[src/rtl/baudgen_pkg.sv]
package baudgen_pkg;

    localparam int TMR_W       = 16;
    localparam int DIV_BITS    = 4;
    localparam int SYNC_STAGES = 2;
    localparam int NUM_CH      = 2;

    typedef enum logic [1:0] {
        ADDR_RLD_LO = 2'd0,
        ADDR_RLD_HI = 2'd1,
        ADDR_CTRL   = 2'd2,
        ADDR_CLR    = 2'd3
    } waddr_e;

    // Control byte; first member is the MSB.
    typedef struct packed {
        logic [1:0] spare;
        logic       dbl;
        logic       trig_en;
        logic       tx_sel;
        logic       rx_sel;
        logic       cnt_src;
        logic       run;
    } ctrl_t;

    function automatic logic pick_src(input logic sel, input logic tmr, input logic other);
        return sel ? tmr : other;
    endfunction

endpackage

[src/rtl/baud_edge_sync.sv]
module baud_edge_sync #(
    parameter int STAGES = 2
) (
    input  logic clk,
    input  logic rst,
    input  logic pin_i,
    output logic fall_o
);
    logic [STAGES-1:0] sync_q;
    logic              last_q;

    always_ff @(posedge clk) begin
        if (rst) begin
            sync_q <= '1;
            last_q <= 1'b1;
        end else begin
            sync_q <= {sync_q[STAGES-2:0], pin_i};
            last_q <= sync_q[STAGES-1];
        end
    end

    assign fall_o = last_q & ~sync_q[STAGES-1];

    AST_EDGE_SINGLE: assert property (@(posedge clk) disable iff (rst)
        fall_o |=> !fall_o);

endmodule

[src/rtl/baud_reload_timer.sv]
module baud_reload_timer #(
    parameter int W = 16
) (
    input  logic         clk,
    input  logic         rst,
    input  logic         run_i,
    input  logic         ext_mode_i,
    input  logic         ext_fall_i,
    input  logic [W-1:0] reload_i,
    output logic         ovf_o
);
    logic         pre_q;
    logic [W-1:0] cnt_q;
    logic         ovf_q;
    logic         inc;
    logic         at_top;

    assign at_top = &cnt_q;
    assign inc    = run_i && (ext_mode_i ? ext_fall_i : pre_q);

    always_ff @(posedge clk) begin
        if (rst) begin
            pre_q <= 1'b0;
            cnt_q <= '0;
            ovf_q <= 1'b0;
        end else if (!run_i) begin
            pre_q <= 1'b0;
            cnt_q <= reload_i;
            ovf_q <= 1'b0;
        end else begin
            pre_q <= ext_mode_i ? 1'b0 : ~pre_q;
            ovf_q <= inc && at_top;
            if (inc) begin
                cnt_q <= at_top ? reload_i : cnt_q + 1'b1;
            end
        end
    end

    assign ovf_o = ovf_q;

    AST_OVF_RELOAD: assert property (@(posedge clk) disable iff (rst)
        ovf_q |-> (cnt_q == $past(reload_i)));
    AST_HALT_QUIET: assert property (@(posedge clk) disable iff (rst)
        !run_i |=> !ovf_q);
    AST_OVF_SPACED: assert property (@(posedge clk) disable iff (rst)
        ovf_q |=> !ovf_q);

endmodule

[src/rtl/baud_div.sv]
module baud_div #(
    parameter int BITS = 4
) (
    input  logic clk,
    input  logic rst,
    input  logic tick_i,
    output logic strobe_o
);
    logic [BITS-1:0] cnt_q;
    logic            strobe_q;

    always_ff @(posedge clk) begin
        if (rst) begin
            cnt_q    <= '0;
            strobe_q <= 1'b0;
        end else begin
            strobe_q <= tick_i && (&cnt_q);
            if (tick_i) begin
                cnt_q <= cnt_q + 1'b1;
            end
        end
    end

    assign strobe_o = strobe_q;

    AST_STROBE_WRAP: assert property (@(posedge clk) disable iff (rst)
        strobe_q |-> (cnt_q == '0));

endmodule

[src/rtl/baudgen_top.sv]
module baudgen_top
    import baudgen_pkg::*;
(
    input  logic       clk,
    input  logic       rst,
    input  logic       wr_en,
    input  logic [1:0] wr_addr,
    input  logic [7:0] wr_data,
    input  logic       t1_ovf,
    input  logic       count_pin,
    input  logic       trig_pin,
    output logic       rx_bit_en,
    output logic       tx_bit_en,
    output logic       ext_flag
);
    localparam int BYTES = TMR_W / 8;

    logic [TMR_W-1:0] reload_q;
    ctrl_t            ctrl_q;
    logic             flag_q;
    logic             half_q;
    logic             cnt_fall;
    logic             trig_fall;
    logic             tmr_ovf;
    logic             t1_tick;
    logic             clr_wr;
    logic [NUM_CH-1:0] bit_en;

    assign clr_wr = wr_en && (wr_addr == ADDR_CLR);

    // Configuration writes
    always_ff @(posedge clk) begin
        if (rst) begin
            reload_q <= '0;
            ctrl_q   <= '0;
        end else if (wr_en) begin
            if (wr_addr == ADDR_CTRL) ctrl_q <= ctrl_t'(wr_data);
            for (int b = 0; b < BYTES; b++) begin
                if (wr_addr == 2'(b)) reload_q[b*8 +: 8] <= wr_data;
            end
        end
    end

    baud_edge_sync #(.STAGES(SYNC_STAGES)) u_cnt_sync (
        .clk(clk), .rst(rst), .pin_i(count_pin), .fall_o(cnt_fall)
    );

    baud_edge_sync #(.STAGES(SYNC_STAGES)) u_trig_sync (
        .clk(clk), .rst(rst), .pin_i(trig_pin), .fall_o(trig_fall)
    );

    baud_reload_timer #(.W(TMR_W)) u_tmr (
        .clk(clk), .rst(rst),
        .run_i(ctrl_q.run), .ext_mode_i(ctrl_q.cnt_src), .ext_fall_i(cnt_fall),
        .reload_i(reload_q), .ovf_o(tmr_ovf)
    );

    // Neighbouring timer path: optional halving
    always_ff @(posedge clk) begin
        if (rst)         half_q <= 1'b0;
        else if (t1_ovf) half_q <= ~half_q;
    end
    assign t1_tick = t1_ovf && (ctrl_q.dbl || half_q);

    // One divide-by-16 per direction (0 = receive, 1 = transmit)
    for (genvar ch = 0; ch < NUM_CH; ch++) begin : g_ch
        logic sel;
        logic tick;
        assign sel  = (ch == 0) ? ctrl_q.rx_sel : ctrl_q.tx_sel;
        assign tick = pick_src(sel, tmr_ovf, t1_tick);
        baud_div #(.BITS(DIV_BITS)) u_div (
            .clk(clk), .rst(rst), .tick_i(tick), .strobe_o(bit_en[ch])
        );
    end

    assign rx_bit_en = bit_en[0];
    assign tx_bit_en = bit_en[1];

    // Sticky trigger flag; a new edge wins over a clear write
    always_ff @(posedge clk) begin
        if (rst)                              flag_q <= 1'b0;
        else if (ctrl_q.trig_en && trig_fall) flag_q <= 1'b1;
        else if (clr_wr)                      flag_q <= 1'b0;
    end
    assign ext_flag = flag_q;

    AST_FLAG_CAUSE: assert property (@(posedge clk) disable iff (rst)
        $rose(flag_q) |-> $past(ctrl_q.trig_en && trig_fall));
    AST_FLAG_STICKY: assert property (@(posedge clk) disable iff (rst)
        (flag_q && !clr_wr) |=> flag_q);

endmodule

[config.mk]
export PLATFORM = sky130hd
export DESIGN_NAME = baudgen_top
export DESIGN_NICKNAME = d
export VERILOG_FILES = /design/src/rtl/baudgen_pkg.sv /design/src/rtl/baud_edge_sync.sv /design/src/rtl/baud_reload_timer.sv /design/src/rtl/baud_div.sv /design/src/rtl/baudgen_top.sv
export SDC_FILE = /design/constraint.sdc
export NUM_CORES = 1
export LEC_CHECK = 0
export BUFFER_PORTS_ARGS = -buffer_cell sky130_fd_sc_hd__buf_2
export CORE_UTILIZATION = 24
export CTS_BUF_LIST = sky130_fd_sc_hd__clkbuf_4
export DETAILED_ROUTE_END_ITERATION = 8
export GPL_TIMING_DRIVEN = 0
export SETUP_SLACK_MARGIN = 0.2
export SYNTH_ARGS = -nofsm -noshare
export SYNTH_HDL_FRONTEND = slang
export SYNTH_SLANG_ARGS = --single-unit
[constraint.sdc]
create_clock -name clk -period 1.8 [get_ports clk]
set_input_delay 0.18 -clock clk [delete_from_list [all_inputs] [get_ports clk]]
set_output_delay 0.18 -clock clk [all_outputs]
set_load 0.05 [all_outputs]
# After elaboration in Yosys (flattened, before gate mapping)
# Index checks and enable logic that the tools add are counted.
word_totals:
  regBits: 58
  input_bits: 16
  output_inout_bits: 3
  word_cells: 61
classes:
  addsub: 3
  n_eq_ne: 4
  mux: 8
  n_bitwise: 7
  reduce_logical: 18
ops:
  columns: ["op", "n"]
  rows:
  - ["$mux 16", 3]
  - ["$add 16x1->16 const B", 1]
  - ["$reduce_and 16->1", 1]
  - ["$add 4x1->4 const B", 2]
  - ["$reduce_and 4->1", 2]
  - ["$logic_and 1x1->1", 7]
  - ["$reduce_and 2->1", 3]
  - ["$mux 1", 5]
  - ["$not 1->1", 5]
  - ["$eq 2x2->1 const B", 2]
  - ["$reduce_or 3->1", 1]
  - ["$and 1x1->1", 2]
  - ["$eq 2x1->1 const B", 1]
  - ["$logic_not 2->1", 1]
  - ["$ne 2x1->1 const B", 1]
  - ["$reduce_bool 2->1", 1]
  - ["$reduce_or 2->1", 1]
  - ["$logic_or 1x1->1", 1]

# Logic depth before layout (Yosys ltp)
# Gate-level depths: netlist of run 1.
depth:
  word_depth: 6
  depth_mapped: 8

# By module
# Synthesis of run 1 repeated with hierarchy kept, for this count alone.
unflattened:
  hier_cells: 275
  area_unflattened_um2: 2692.6
modules_own_cells:
  columns: ["module", "n_inst", "cells_per_inst", "area_per_inst_um2", "seq_area_each_um2"]
  rows:
  - ["baud_reload_timer", 1, 130, 1089.8, 360.3]
  - ["baudgen_top", 1, 95, 1014.7, 480.5]
  - ["baud_div", 2, 18, 209.0, 100.1]
  - ["baud_edge_sync", 2, 7, 85.1, 60.1]

# Worst setup path before layout of run 1
# No wires, ideal clock.
synth_timing:
  kind: "register to register"
  startpoint: "register u_tmr.cnt_q[0]"
  endpoint: "register u_tmr.cnt_q[15]"
  t_arrival_ps: 1866
  required_ps: 1714
  path_slack_ps: -152
  path_stages_with_launch: 9
  n_path_buf: 2
  cell_sequence: "dfxtp_1 ha_1 nand3_1 or4_1 buf_6 nand2_8 buf_4 o21ai_0 a221oi_2"
synth_between:
  elab_chain_cells: 4
synth_rtl:
  columns: ["element", "line_no", "text"]
  rows:
  - ["from (decl)", "baud_reload_timer.sv:13", "logic [W-1:0] cnt_q;"]
  - ["from (signal assigned)", "baud_reload_timer.sv:28", "cnt_q <= reload_i;"]
  - ["from (signal assigned)", "baud_reload_timer.sv:34", "cnt_q <= at_top ? reload_i : cnt_q + 1'b1;"]
  - ["$add 16x1->16 / $reduce_and 16->1 (equally long branches)", "baud_reload_timer.sv:34, baud_reload_timer.sv:18", null]
  - ["$mux 16 *", "baud_reload_timer.sv:34", null]
  - ["$mux 16 *", "baud_reload_timer.sv:33", "if (inc) begin"]
  - ["$mux 16 *", "baud_reload_timer.sv:26", "end else if (!run_i) begin"]
# Every way passes the cells marked *; elsewhere a longest branch is shown, timed or not. The select of a mux whose other input is x is not followed.
# A chain may end at the register's enable or synchronous reset.

# Worst setup path after layout of run 1
layout_timing:
  startpoint: "register u_tmr.cnt_q[11]"
  endpoint: "register u_tmr.cnt_q[1]"
layout_between:
  elab_chain_cells: 4
layout_rtl:
  columns: ["element", "line_no", "text"]
  rows:
  - ["$reduce_and 16->1", "baud_reload_timer.sv:18", "assign at_top = &cnt_q;"]
  - ["$mux 16", "baud_reload_timer.sv:34", null]
  - ["$mux 16", "baud_reload_timer.sv:33", null]
  - ["$mux 16", "baud_reload_timer.sv:26", null]
# No other way between the ends. The select of a mux whose other input is x is not followed.

==> results of run 1 <==
## placed cells by master, fill, tap and decap left out, types with 4 or more instances in the layout
cell / instances
sky130_fd_sc_hd__dfxtp_1: 44
sky130_fd_sc_hd__nor2_1: 43
sky130_fd_sc_hd__mux2i_1: 24
sky130_fd_sc_hd__buf_2: 21
sky130_fd_sc_hd__nand2_1: 18
sky130_fd_sc_hd__buf_4: 15
sky130_fd_sc_hd__clkbuf_4: 9
sky130_fd_sc_hd__nand4_1: 8
sky130_fd_sc_hd__nand3_1: 8
sky130_fd_sc_hd__dfxtp_4: 8
sky130_fd_sc_hd__clkbuf_1: 6
sky130_fd_sc_hd__xnor2_1: 6
sky130_fd_sc_hd__a31oi_1: 6
sky130_fd_sc_hd__xor2_1: 6
sky130_fd_sc_hd__or2_2: 6
sky130_fd_sc_hd__dfxtp_2: 6
sky130_fd_sc_hd__o21ai_0: 4
sky130_fd_sc_hd__nor3_1: 4
sky130_fd_sc_hd__and3_1: 4
## final cells by class
cell class / count / area [µm²] / share of cell area (%)
tap: 136 / 170 / 5.14
buffer: 16 / 100 / 3.02
clock buffer: 9 / 67.6 / 2.04
clock inverter: 7 / 60.1 / 1.81
multi-input combinational: 200 / 1430 / 43.1
inverter: 3 / 11.3 / 0.340
sequential: 58 / 1200 / 36.2
timing repair buffer: 38 / 275 / 8.31
## stage by stage
stage | std cells | instance area, µm² | worst slack, ns | hold slack, ns
global route | 467 | 3310 | -0.120 | 0.0393
CTS | 460 | 3170 | -0.0434 | 0.0231
global placement | 431 | 2850 | -0.178 | 0.366
floorplan | 277 | 2590 | 0.0411 | 0.284
finish | 467 | 3310 | -0.0406 | 0.0380
detailed placement | 431 | 2850 | -0.209 | 0.369
## what timing repair did
action	in CTS	in global routing
cloned	2	0
hold buffers	2	0
resized for setup	26	25
pin swaps	10	9
endpoints found under the hold margin	2	0
endpoints found under the setup margin	17	20
buffers inserted	9	7
## power groups by stage
stage	registers (µW)	logic, µW	clock network [µW]
6_report	1360	226	881
3_5_place_dp	1390	188	0
4_1_cts	1360	210	906
3_3_place_gp	1390	185	0
5_1_grt	1360	249	949
2_1_floorplan	1380	128	0
## worst max-delay path, cell delays in order (launching register included)
cell                       delay (ns)
sky130_fd_sc_hd__dfxtp_4         0.37
sky130_fd_sc_hd__nand4_1         0.14
sky130_fd_sc_hd__or4_4           0.56
sky130_fd_sc_hd__buf_8           0.16
sky130_fd_sc_hd__nand2_8         0.10
sky130_fd_sc_hd__buf_8           0.13
sky130_fd_sc_hd__nand2_4         0.04
sky130_fd_sc_hd__a311oi_2        0.24
## per-layer routing
| metal | up-vias | global-route usage (%) | routed length [µm] |
|---|---|---|---|
| met5 | - | 0 | 0 |
| met4 | 0 | 5.84 | 143 |
| met3 | 14 | 2.99 | 237 |
| met2 | 66 | 20.2 | 3140 |
| met1 | 1073 | 16.8 | 3240 |
| li1 | 1106 | - | - |
## worst paths after layout
kind / cells after the start / slack (ns) / to / start
max: 7 / -0.04 / u_tmr.cnt_q[1]$_SDFFE_PP0P_ / u_tmr.cnt_q[11]$_SDFFE_PP0P_
min: 3 / 0.04 / half_q$_SDFFE_PP0P_ / t1_ovf
max reg2reg: 7 / -0.04 / u_tmr.cnt_q[1]$_SDFFE_PP0P_ / u_tmr.cnt_q[11]$_SDFFE_PP0P_
min reg2reg: 1 / 0.42 / u_cnt_sync.sync_q[1]$_SDFF_PP1_ / u_cnt_sync.sync_q[0]$_SDFF_PP1_
## state kept, by name, indices dropped and copies added (netlist names)
register,flops
reload_q,16
u_tmr.cnt_q,16
g_ch.u_div.cnt_q,8
ctrl_q,4
g_ch.sel,2
g_ch.u_div.strobe_o,2
u_cnt_sync.sync_q,2
u_trig_sync.sync_q,2
ext_flag,1
half_q,1
u_cnt_sync.last_q,1
u_tmr.ovf_o,1
u_tmr.pre_q,1
u_trig_sync.last_q,1
## cells by family after synthesis
| group | Yosys count |
|---|---|
| AOI/OAI and AO/OA | 43 |
| adders and majority gates | 3 |
| xor gates and xnor gates | 12 |
| muxes | 24 |
| buffers and inverters | 19 |
| DFF | 58 |
| and+or+nand+nor | 118 |
==> run metrics, run 1 <==
synthesis-to-layout area growth=29.9%; CTS root buffer=sky130_fd_sc_hd__clkbuf_4; type of the setup path with the least slack=reg -> reg; CTS tree=done; total clock buffers created by CTS=9; first-pass GRT wire length=11.0 mm; Post-Route Setup TNS=-0.168 ns; number of rows in the core area=37; Max Clock Skew=0.0106 ns; Layout fillers=1071; worst max-slew margin expressed relative to the limit=54.4%; sw power=634 µW; share of synthesized cell area in and, or, nand and nor gates=23.7%; Final Util=32.1%; post-synthesis compound-gate area fraction=12.4%; CP Capture Type=flop; Post-Syn Area per Cell=9.21 µm²; Power, Total=2460 µW; Clk Latency, worst-skew pair=0.40 ns; number of flops mapped to enable cells by yosys=0; proportion of netlist area held by the largest area contributor=45.5%; maximum root-to-sink buffer count=2; number of register bits inferred by synthesis=58; I/O pin cnt=19; crit path launch type=flop; core region area=10300 µm²; number of warning messages in the yosys log=0; minimum clock period after layout=1.84 ns; Internal Dissipation=1830 µW; post-route antenna net violation count=0; final setup fails=9; Clk network pwr share=35.8%; worst hold path type=in -> reg; cell type with the largest total area after synthesis=sky130_fd_sc_hd__dfxtp_1; vias per inst=4.84; Mapped Cells=277; combinational cell fraction of total power=9.2%; top-count cell post-synth=sky130_fd_sc_hd__dfxtp_1; post-detailed-routing wire length=6.76 mm; Reg clk slew, reported paths=0.10 ns; most common library cells after synthesis=sky130_fd_sc_hd__dfxtp_1, sky130_fd_sc_hd__nor2_1, sky130_fd_sc_hd__mux2i_1; Data required, critical path=2.11 ns; Fmax=543 MHz; die outline height=105 µm; number of detailed-route iterations in the first pass=4; worst slew pin tran=0.684 ns; combinational family with the most area after synthesis=simple AND/OR/NAND/NOR gates; remaining global-route overflow=0; setup repair after global routing missed its margin=yes; number of distinct standard cells referenced by the synthesized netlist=49; post-synthesis adder-cell area fraction=1.47%; Synth Cell Area=2550 µm²; via count of the first global-routing pass=2185; number of clock sinks=58; DR vias=2259; layout cells sized above 1=31.1%; status=finished with violations; Die X=105 µm; antenna diode instance count=0; violations in the final reports=setup timing; maximum level of the CTS H-tree=3; Synth Area in XOR/XNOR=4.12%; # Max-Cap Violations=0; Total Nets Final=345; IR Drop Worst-Case VDD=0.522 mV; Seq/Total Area, Yosys=45.5%; initial core utilization=24.7%; total power density per cell area=744 nW/µm²; largest net degree at the start of global routing=11; DRC marker count from the first detailed-route iteration=182; Flop pwr share=55.1%; average wire length per cell after detail routing=14.5 µm; weighted congestion at the end of routability-driven global placement=0.780; port buffer count=18; post-route worst setup slack=-0.0406 ns; antenna violations before repair=0; data arrival time of the critical path=2.15 ns; hpwl dp=4.45 mm; switching part of the total=25.8%; post-route DRC violation count=0; count of final max-slew check failures=0; Synth Flop Type=sky130_fd_sc_hd__dfxtp_1; share of flip-flops with an asynchronous set or reset after synthesis=0%; die outline area=11000 µm²; mux cell area share after synthesis=9.42%; highest fanout seen on the critical path=6; cell types with the largest area share after synthesis=sky130_fd_sc_hd__dfxtp_1, sky130_fd_sc_hd__mux2i_1, sky130_fd_sc_hd__nor2_1; global-route total usage across every layer=12.9%; share of the clock period used by the worst path after layout=102%; Synthesized Nets=296; Leak Pwr=0.00129 µW; Hold Violations, Final=0
No activity file was read; power rests on OpenSTA's default activity.
==> run 2: changes to the inputs <==
Clock period 1.8 ns to 2 ns, I/O delays scaled along.
==> run 2 against run 1 <==
Net effect:
- critical endpoint is now u_tmr.cnt_q[10]$_SDFFE_PP0P_
- critical path depth down 1
- global-route usage down 0.37 points
- the flow now finishes without violations
- highest routed layer unchanged
- via count down 0.93%
- largest cell class unchanged
==> run metrics, run 2 (synthesis results as in run 1) <==
worst slew pin tran=0.720 ns (+0.0362 ns); post-detailed-routing wire length=6.58 mm (-2.8%); share of the clock period used by the worst path after layout=95.5% (-6.8 points); Final Util=30.9% (-1.1 points); registers with the highest flip-flop counts=reload_q (16), u_tmr.cnt_q (16), g_ch.u_div.cnt_q (8); Hold Violations, Final=0 (unchanged); vias per inst=4.88 (+0.80%); # Max-Cap Violations=0 (unchanged); leading cell types in the layout, fill and taps excluded=sky130_fd_sc_hd__dfxtp_1, sky130_fd_sc_hd__nor2_1, sky130_fd_sc_hd__mux2i_1; cell-by-cell trace of the critical path=nand4_1 -> or4_4 -> buf_8 -> a211oi_1 -> a311oi_1 -> o221a_2; Max Clock Skew=0.00913 ns (-0.00147 ns); Reg clk slew, reported paths=0.10 ns (about the same); DR vias=2238 (-0.93%); post-route DRC violation count=0 (unchanged); post-route worst setup slack=0.0908 ns (+0.131 ns); Data required, critical path=2.29 ns (+0.18 ns); worst max-slew margin expressed relative to the limit=52.0% (-2.4 points); maximum root-to-sink buffer count=2 (unchanged); data arrival time of the critical path=2.20 ns (+0.05 ns); Leak Pwr=0.00122 µW (-5.2%); I/O pin cnt=19 (unchanged); antenna violations before repair=0 (unchanged); largest net degree at the start of global routing=11 (unchanged); remaining global-route overflow=0 (unchanged); first-pass GRT wire length=10.5 mm (-4.8%); Total Nets Final=337 (-2.3%); port buffer count=18 (unchanged); count of final max-slew check failures=0 (unchanged); synthesis-to-layout area growth=25.3%; final standard cell area without fillers=3190 µm² (-3.6%); delay of the slowest cell on the worst path=0.58 ns (+0.02 ns); post-route antenna net violation count=0 (unchanged); DRC marker count from the first detailed-route iteration=191 (+4.9%); layout cells sized above 1=26.6% (-4.5 points); CTS root buffer=sky130_fd_sc_hd__clkbuf_4; Clk Latency, worst-skew pair=0.40 ns (about the same); number of buffers and inverters on the critical path=1 (-1); maximum level of the CTS H-tree=3 (unchanged); worst hold path type=in -> reg; number of instances on the worst hold path=3 (unchanged); highest fanout seen on the critical path=6 (unchanged); die outline area=11000 µm² (unchanged); antenna diode instance count=0 (unchanged); core region area=10300 µm² (unchanged); CTS tree=done; depth of the worst register-to-register path=6 (-1); Worst path depth=6 (-1); number of clock sinks=58 (unchanged); Power, Total=2100 µW (-15%); number of rows in the core area=37 (unchanged); post-detailed-placement cell area=2840 µm² (-0.35%); total clock buffers created by CTS=9 (unchanged); crit path launch type=flop; via count of the first global-routing pass=2037 (-6.8%); IR Drop Worst-Case VDD=0.507 mV (-3.0%); Die X=105 µm (unchanged); setup repair after global routing missed its margin=yes; final setup fails=0 (-9); weighted congestion at the end of routability-driven global placement=0.866 (+11%); Place WS=-0.0602 ns (+0.148 ns); Post-Route Setup TNS=0 ns (+0.168 ns); cell family with most CP delay=simple AND/OR/NAND/NOR gates; number of detailed-route iterations in the first pass=5 (+1); CP Capture Type=flop; minimum clock period after layout=1.91 ns (+0.0686 ns); die outline height=105 µm (unchanged); status=finished, final reports clean; hpwl dp=4.46 mm (+0.16%); type of the setup path with the least slack=reg -> reg; most common library cell in the layout ignoring fill and taps=sky130_fd_sc_hd__dfxtp_1; initial core utilization=24.7% (unchanged); average wire length per cell after detail routing=14.3 µm (-1.1%); Fmax=524 MHz (-3.6%); total power density per cell area=658 nW/µm² (-11%); global-route total usage across every layer=12.5% (-0.37 points); Worst path slowest cell=sky130_fd_sc_hd__or4_4
[run 2: cell count changes in the layout (fill, tap and decap cells not counted), moves of 2 or more]
cell,before,now
sky130_fd_sc_hd__dfxtp_1,44,46
sky130_fd_sc_hd__buf_4,15,7
sky130_fd_sc_hd__dfxtp_4,8,5
sky130_fd_sc_hd__buf_2,21,19
sky130_fd_sc_hd__a211oi_2,3,0
sky130_fd_sc_hd__a211oi_1,0,3
[run 2: final timing paths]
kind	to	start	slack, ns
max	u_tmr.cnt_q[10]$_SDFFE_PP0P_	u_tmr.cnt_q[8]$_SDFFE_PP0P_	0.09
min	reload_q[6]$_SDFFE_PP0P_	wr_data[6]	0.05
max reg2reg	u_tmr.cnt_q[10]$_SDFFE_PP0P_	u_tmr.cnt_q[8]$_SDFFE_PP0P_	0.09
min reg2reg	u_trig_sync.sync_q[1]$_SDFF_PP1_	u_trig_sync.sync_q[0]$_SDFF_PP1_	0.42
[run 2: layout make-up]
type                    count  area, µm²
inverters                   3       11.3
multi-input cells         200       1400
repair buffers             30        215
clock inverters             6       33.8
plain buffers              16       96.3
well taps                 136        170
fillers                  1083       7130
clock buffers              10       75.1
flip-flops and latches     58       1190
[run 2: metal layers]
layer | part of all wire, % | routed length, µm | GRT usage [%]
met1 | 47 | 3080 | 16.5
met2 | 47 | 3060 | 19.1
met3 | 4.8 | 318 | 3.62
met4 | 1.6 | 108 | 5.03
met5 | 0 | 0 | 0
[run 2: stage by stage]
stage,instances,hold WS [ns]
detailed placement,431,0.384
global placement,431,0.384
global route,459,0.0405
CTS,457,0.0268
finish,459,0.0524
floorplan,277,0.304
[run 2: tightest hold or removal path, cell delays in order]
cell and delay, ns:
sky130_fd_sc_hd__buf_2 0.08, sky130_fd_sc_hd__mux2i_1 0.06, sky130_fd_sc_hd__nor2_1 0.08
[run 2: timing repair]
action                                  CTS  global route
gates resized for setup                  25            17
pin swaps                                13            10
endpoints found under the setup margin   15            17
setup buffers                             6             2
hold endpoints to repair                  2             0
hold buffers                              2             0
gates cloned                              2             0
[run 2: report_power, final]
part / switching, µW / internal (µW) / leakage, µW
clock network: 426 / 258 / 0.0000596
registers: 35.8 / 1190 / 0.000479
logic: 108 / 87.1 / 0.000683
==> run 3: changes to the inputs <==
Settings changed: BUFFER_PORTS_ARGS -buffer_cell sky130_fd_sc_hd__buf_2 to -buffer_cell sky130_fd_sc_hd__clkbuf_2, CORE_UTILIZATION 24 to 55, PLACE_DENSITY from default to 0.74.
==> run 3 against run 2 <==
Net effect:
- wire length down 8.9%
- design area down 2.7%
- count of clock-buffer cells in the layout up 2
- total power up 5.9%
- critical endpoint is now u_tmr.cnt_q[3]$_SDFFE_PP0P_
==> run metrics, run 3 (synthesis results as in run 1) <==
status=finished, final reports clean; Post-Route Setup TNS=0 ns (unchanged); vias per inst=5.70 (+17%); IR Drop Worst-Case VDD=0.602 mV (+19%); crit path launch type=flop; critical path capture point=u_tmr.cnt_q[3]$_SDFFE_PP0P_; data arrival time of the critical path=2.13 ns (-0.07 ns); maximum level of the CTS H-tree=3 (unchanged); post-route antenna net violation count=0 (unchanged); most common library cell in the layout ignoring fill and taps=sky130_fd_sc_hd__dfxtp_1; Leak Pwr=0.00126 µW (+3.0%); minimum clock period after layout=1.84 ns (-0.0685 ns); die outline area=4910 µm² (-56%); number of clock sinks=58 (unchanged); Clk network pwr share=36.6% (+4.1 points); # Max-Cap Violations=0 (unchanged); Fmax=543 MHz (+3.7%); Power, Total=2230 µW (+5.9%); core region area=4410 µm² (-57%); final setup fails=0 (unchanged); count of final max-slew check failures=0 (unchanged); Die X=70.1 µm (-33%); depth of the worst register-to-register path=6 (unchanged); highest fanout seen on the critical path=6 (unchanged); I/O pin cnt=19 (unchanged); R2R Setup Slk=0.16 ns (+0.07 ns); Hold Violations, Final=0 (unchanged); post-detailed-routing wire length=5.99 mm (-8.9%); antenna diode instance count=0 (unchanged); post-route DRC violation count=0 (unchanged); global-route total usage across every layer=26.6% (+14 points); synthesis-to-layout area growth=21.9%; Total Nets Final=341 (+1.2%); antenna violations before repair=0 (unchanged); Clk Latency, worst-skew pair=0.38 ns (-0.02 ns); switching part of the total=24.1% (-3.0 points); R2R Path Start=u_tmr.cnt_q[8]$_SDFFE_PP0P_; average wire length per cell after detail routing=15.8 µm (+10%); registers with the highest flip-flop counts=reload_q (16), u_tmr.cnt_q (16), g_ch.u_div.cnt_q (8); sw power=536 µW (-5.9%); Internal Dissipation=1690 µW (+10%); hold_ws=0.0759 ns (+0.0235 ns); worst hold path type=in -> reg; weighted congestion at the end of routability-driven global placement=0.867 (+0.15%); setup repair after global routing missed its margin=yes; CP Capture Type=flop; worst slew pin tran=0.589 ns (-0.131 ns); Crit Reg-Reg Endpoint=u_tmr.cnt_q[3]$_SDFFE_PP0P_; DRC marker count from the first detailed-route iteration=251 (+31%); first-pass GRT wire length=10.0 mm (-4.5%); type of the setup path with the least slack=reg -> reg; layout cells sized above 1=26.0% (-0.63 points); worst max-slew margin expressed relative to the limit=60.7% (+8.7 points); number of rows in the core area=24 (-35%); Reg clk slew, reported paths=0.09 ns (about the same); CTS tree=done; leading cell types in the layout, fill and taps excluded=sky130_fd_sc_hd__dfxtp_1, sky130_fd_sc_hd__nor2_1, sky130_fd_sc_hd__mux2i_1; maximum root-to-sink buffer count=2 (unchanged); Flop pwr share=55.0% (-3.2 points); number of detailed-route iterations in the first pass=4 (-1); CTS root buffer=sky130_fd_sc_hd__clkbuf_4; via count of the first global-routing pass=2041 (+0.20%); Final Util=70.4% (+39 points); largest net degree at the start of global routing=11 (unchanged); initial core utilization=57.8% (+33 points); Max Clock Skew=0.00950 ns (+0.000367 ns); combinational cell fraction of total power=8.5% (-0.8 points); die outline height=70.1 µm (-33%); total clock buffers created by CTS=9 (unchanged); share of the clock period used by the worst path after layout=92.0% (-3.4 points); port buffer count=18 (unchanged); total power density per cell area=716 nW/µm² (+8.8%); DR vias=2161 (-3.4%); hpwl dp=4.02 mm (-9.8%); remaining global-route overflow=0 (unchanged); launch point of the critical path=u_tmr.cnt_q[8]$_SDFFE_PP0P_; Data required, critical path=2.29 ns (about the same)
run 3: cell types whose count changed in the layout (fill, tap and decap cells not counted), moves of 2 or more:
cell and change:
sky130_fd_sc_hd__a22oi_1 +3, sky130_fd_sc_hd__a22oi_2 -3, sky130_fd_sc_hd__buf_2 -18, sky130_fd_sc_hd__buf_4 +4, sky130_fd_sc_hd__clkbuf_2 +19, sky130_fd_sc_hd__clkbuf_4 +2, sky130_fd_sc_hd__clkinv_2 -2, sky130_fd_sc_hd__clkinvlp_4 -2
run 3: worst min path at each step:
| stage | start | end | slack, ns | depth (start not counted) |
|---|---|---|---|---|
| 6_report | t1_ovf | half_q$_SDFFE_PP0P_ | 0.08 | 3 |
| 5_1_grt | t1_ovf | half_q$_SDFFE_PP0P_ | 0.07 | 3 |
| 4_1_cts | wr_data[6] | reload_q[14]$_SDFFE_PP0P_ | 0.07 | 3 |
| 3_5_place_dp | count_pin | u_cnt_sync.sync_q[0]$_SDFF_PP1_ | 0.39 | 2 |
| 3_3_place_gp | count_pin | u_cnt_sync.sync_q[0]$_SDFF_PP1_ | 0.38 | 2 |
| 2_1_floorplan | count_pin | u_cnt_sync.sync_q[0]$_SDFF_PP1_ | 0.30 | 1 |
run 3: what timing repair did:
item / in CTS / in global routing
cloned: 2 / 0
pin swaps: 13 / 7
resized for setup: 22 / 14
buffers inserted: 8 / 4
hold buffers: 2 / 0
endpoints found under the setup margin: 15 / 16
hold endpoints to repair: 2 / 0
run 3: layout make-up:
| type | count | area (µm²) |
|---|---|---|
| Multi-Input combinational cell | 200 | 1370 |
| Buffer | 16 | 98.8 |
| Timing Repair Buffer | 34 | 245 |
| Sequential cell | 58 | 1190 |
| Tap cell | 52 | 65.1 |
| Fill cell | 342 | 1310 |
| Inverter | 3 | 11.3 |
| Clock inverter | 4 | 42.5 |
| Clock buffer | 12 | 90.1 |
run 3: worst max-delay path, cell delays in order, from the launching register on:
cell and delay, ns:
sky130_fd_sc_hd__dfxtp_4 0.39, sky130_fd_sc_hd__nand4_1 0.14, sky130_fd_sc_hd__or4_4 0.56, sky130_fd_sc_hd__buf_8 0.16, sky130_fd_sc_hd__a31oi_1 0.16, sky130_fd_sc_hd__o21ai_1 0.11, sky130_fd_sc_hd__a221oi_1 0.23
run 3: power by group through the flow:
| stage | registers [µW] | logic [µW] | clock network (µW) |
|---|---|---|---|
| finish | 1220 | 188 | 815 |
| global route | 1230 | 207 | 884 |
| CTS | 1230 | 184 | 832 |
| detailed placement | 1250 | 166 | 0 |
| global placement | 1250 | 162 | 0 |
| floorplan | 1240 | 115 | 0 |
run 3: metal layers:
metal  GRT usage [%]  vias to the layer above  wire length, µm
li1                -                     1093                -
met1            36.1                      994             2860
met2            41.2                       62             2720
met3            4.47                       12              307
met4            12.4                        0              105
met5               0                        -                0
run 3: per-stage QoR:
step	setup WS, ns	cells	instance area, µm²
finish	0.159	379	3110
global route	0.0620	379	3110
CTS	0.143	375	3050
detailed placement	-0.0449	347	2730
global placement	-0.0338	347	2730
floorplan	0.201	277	2580
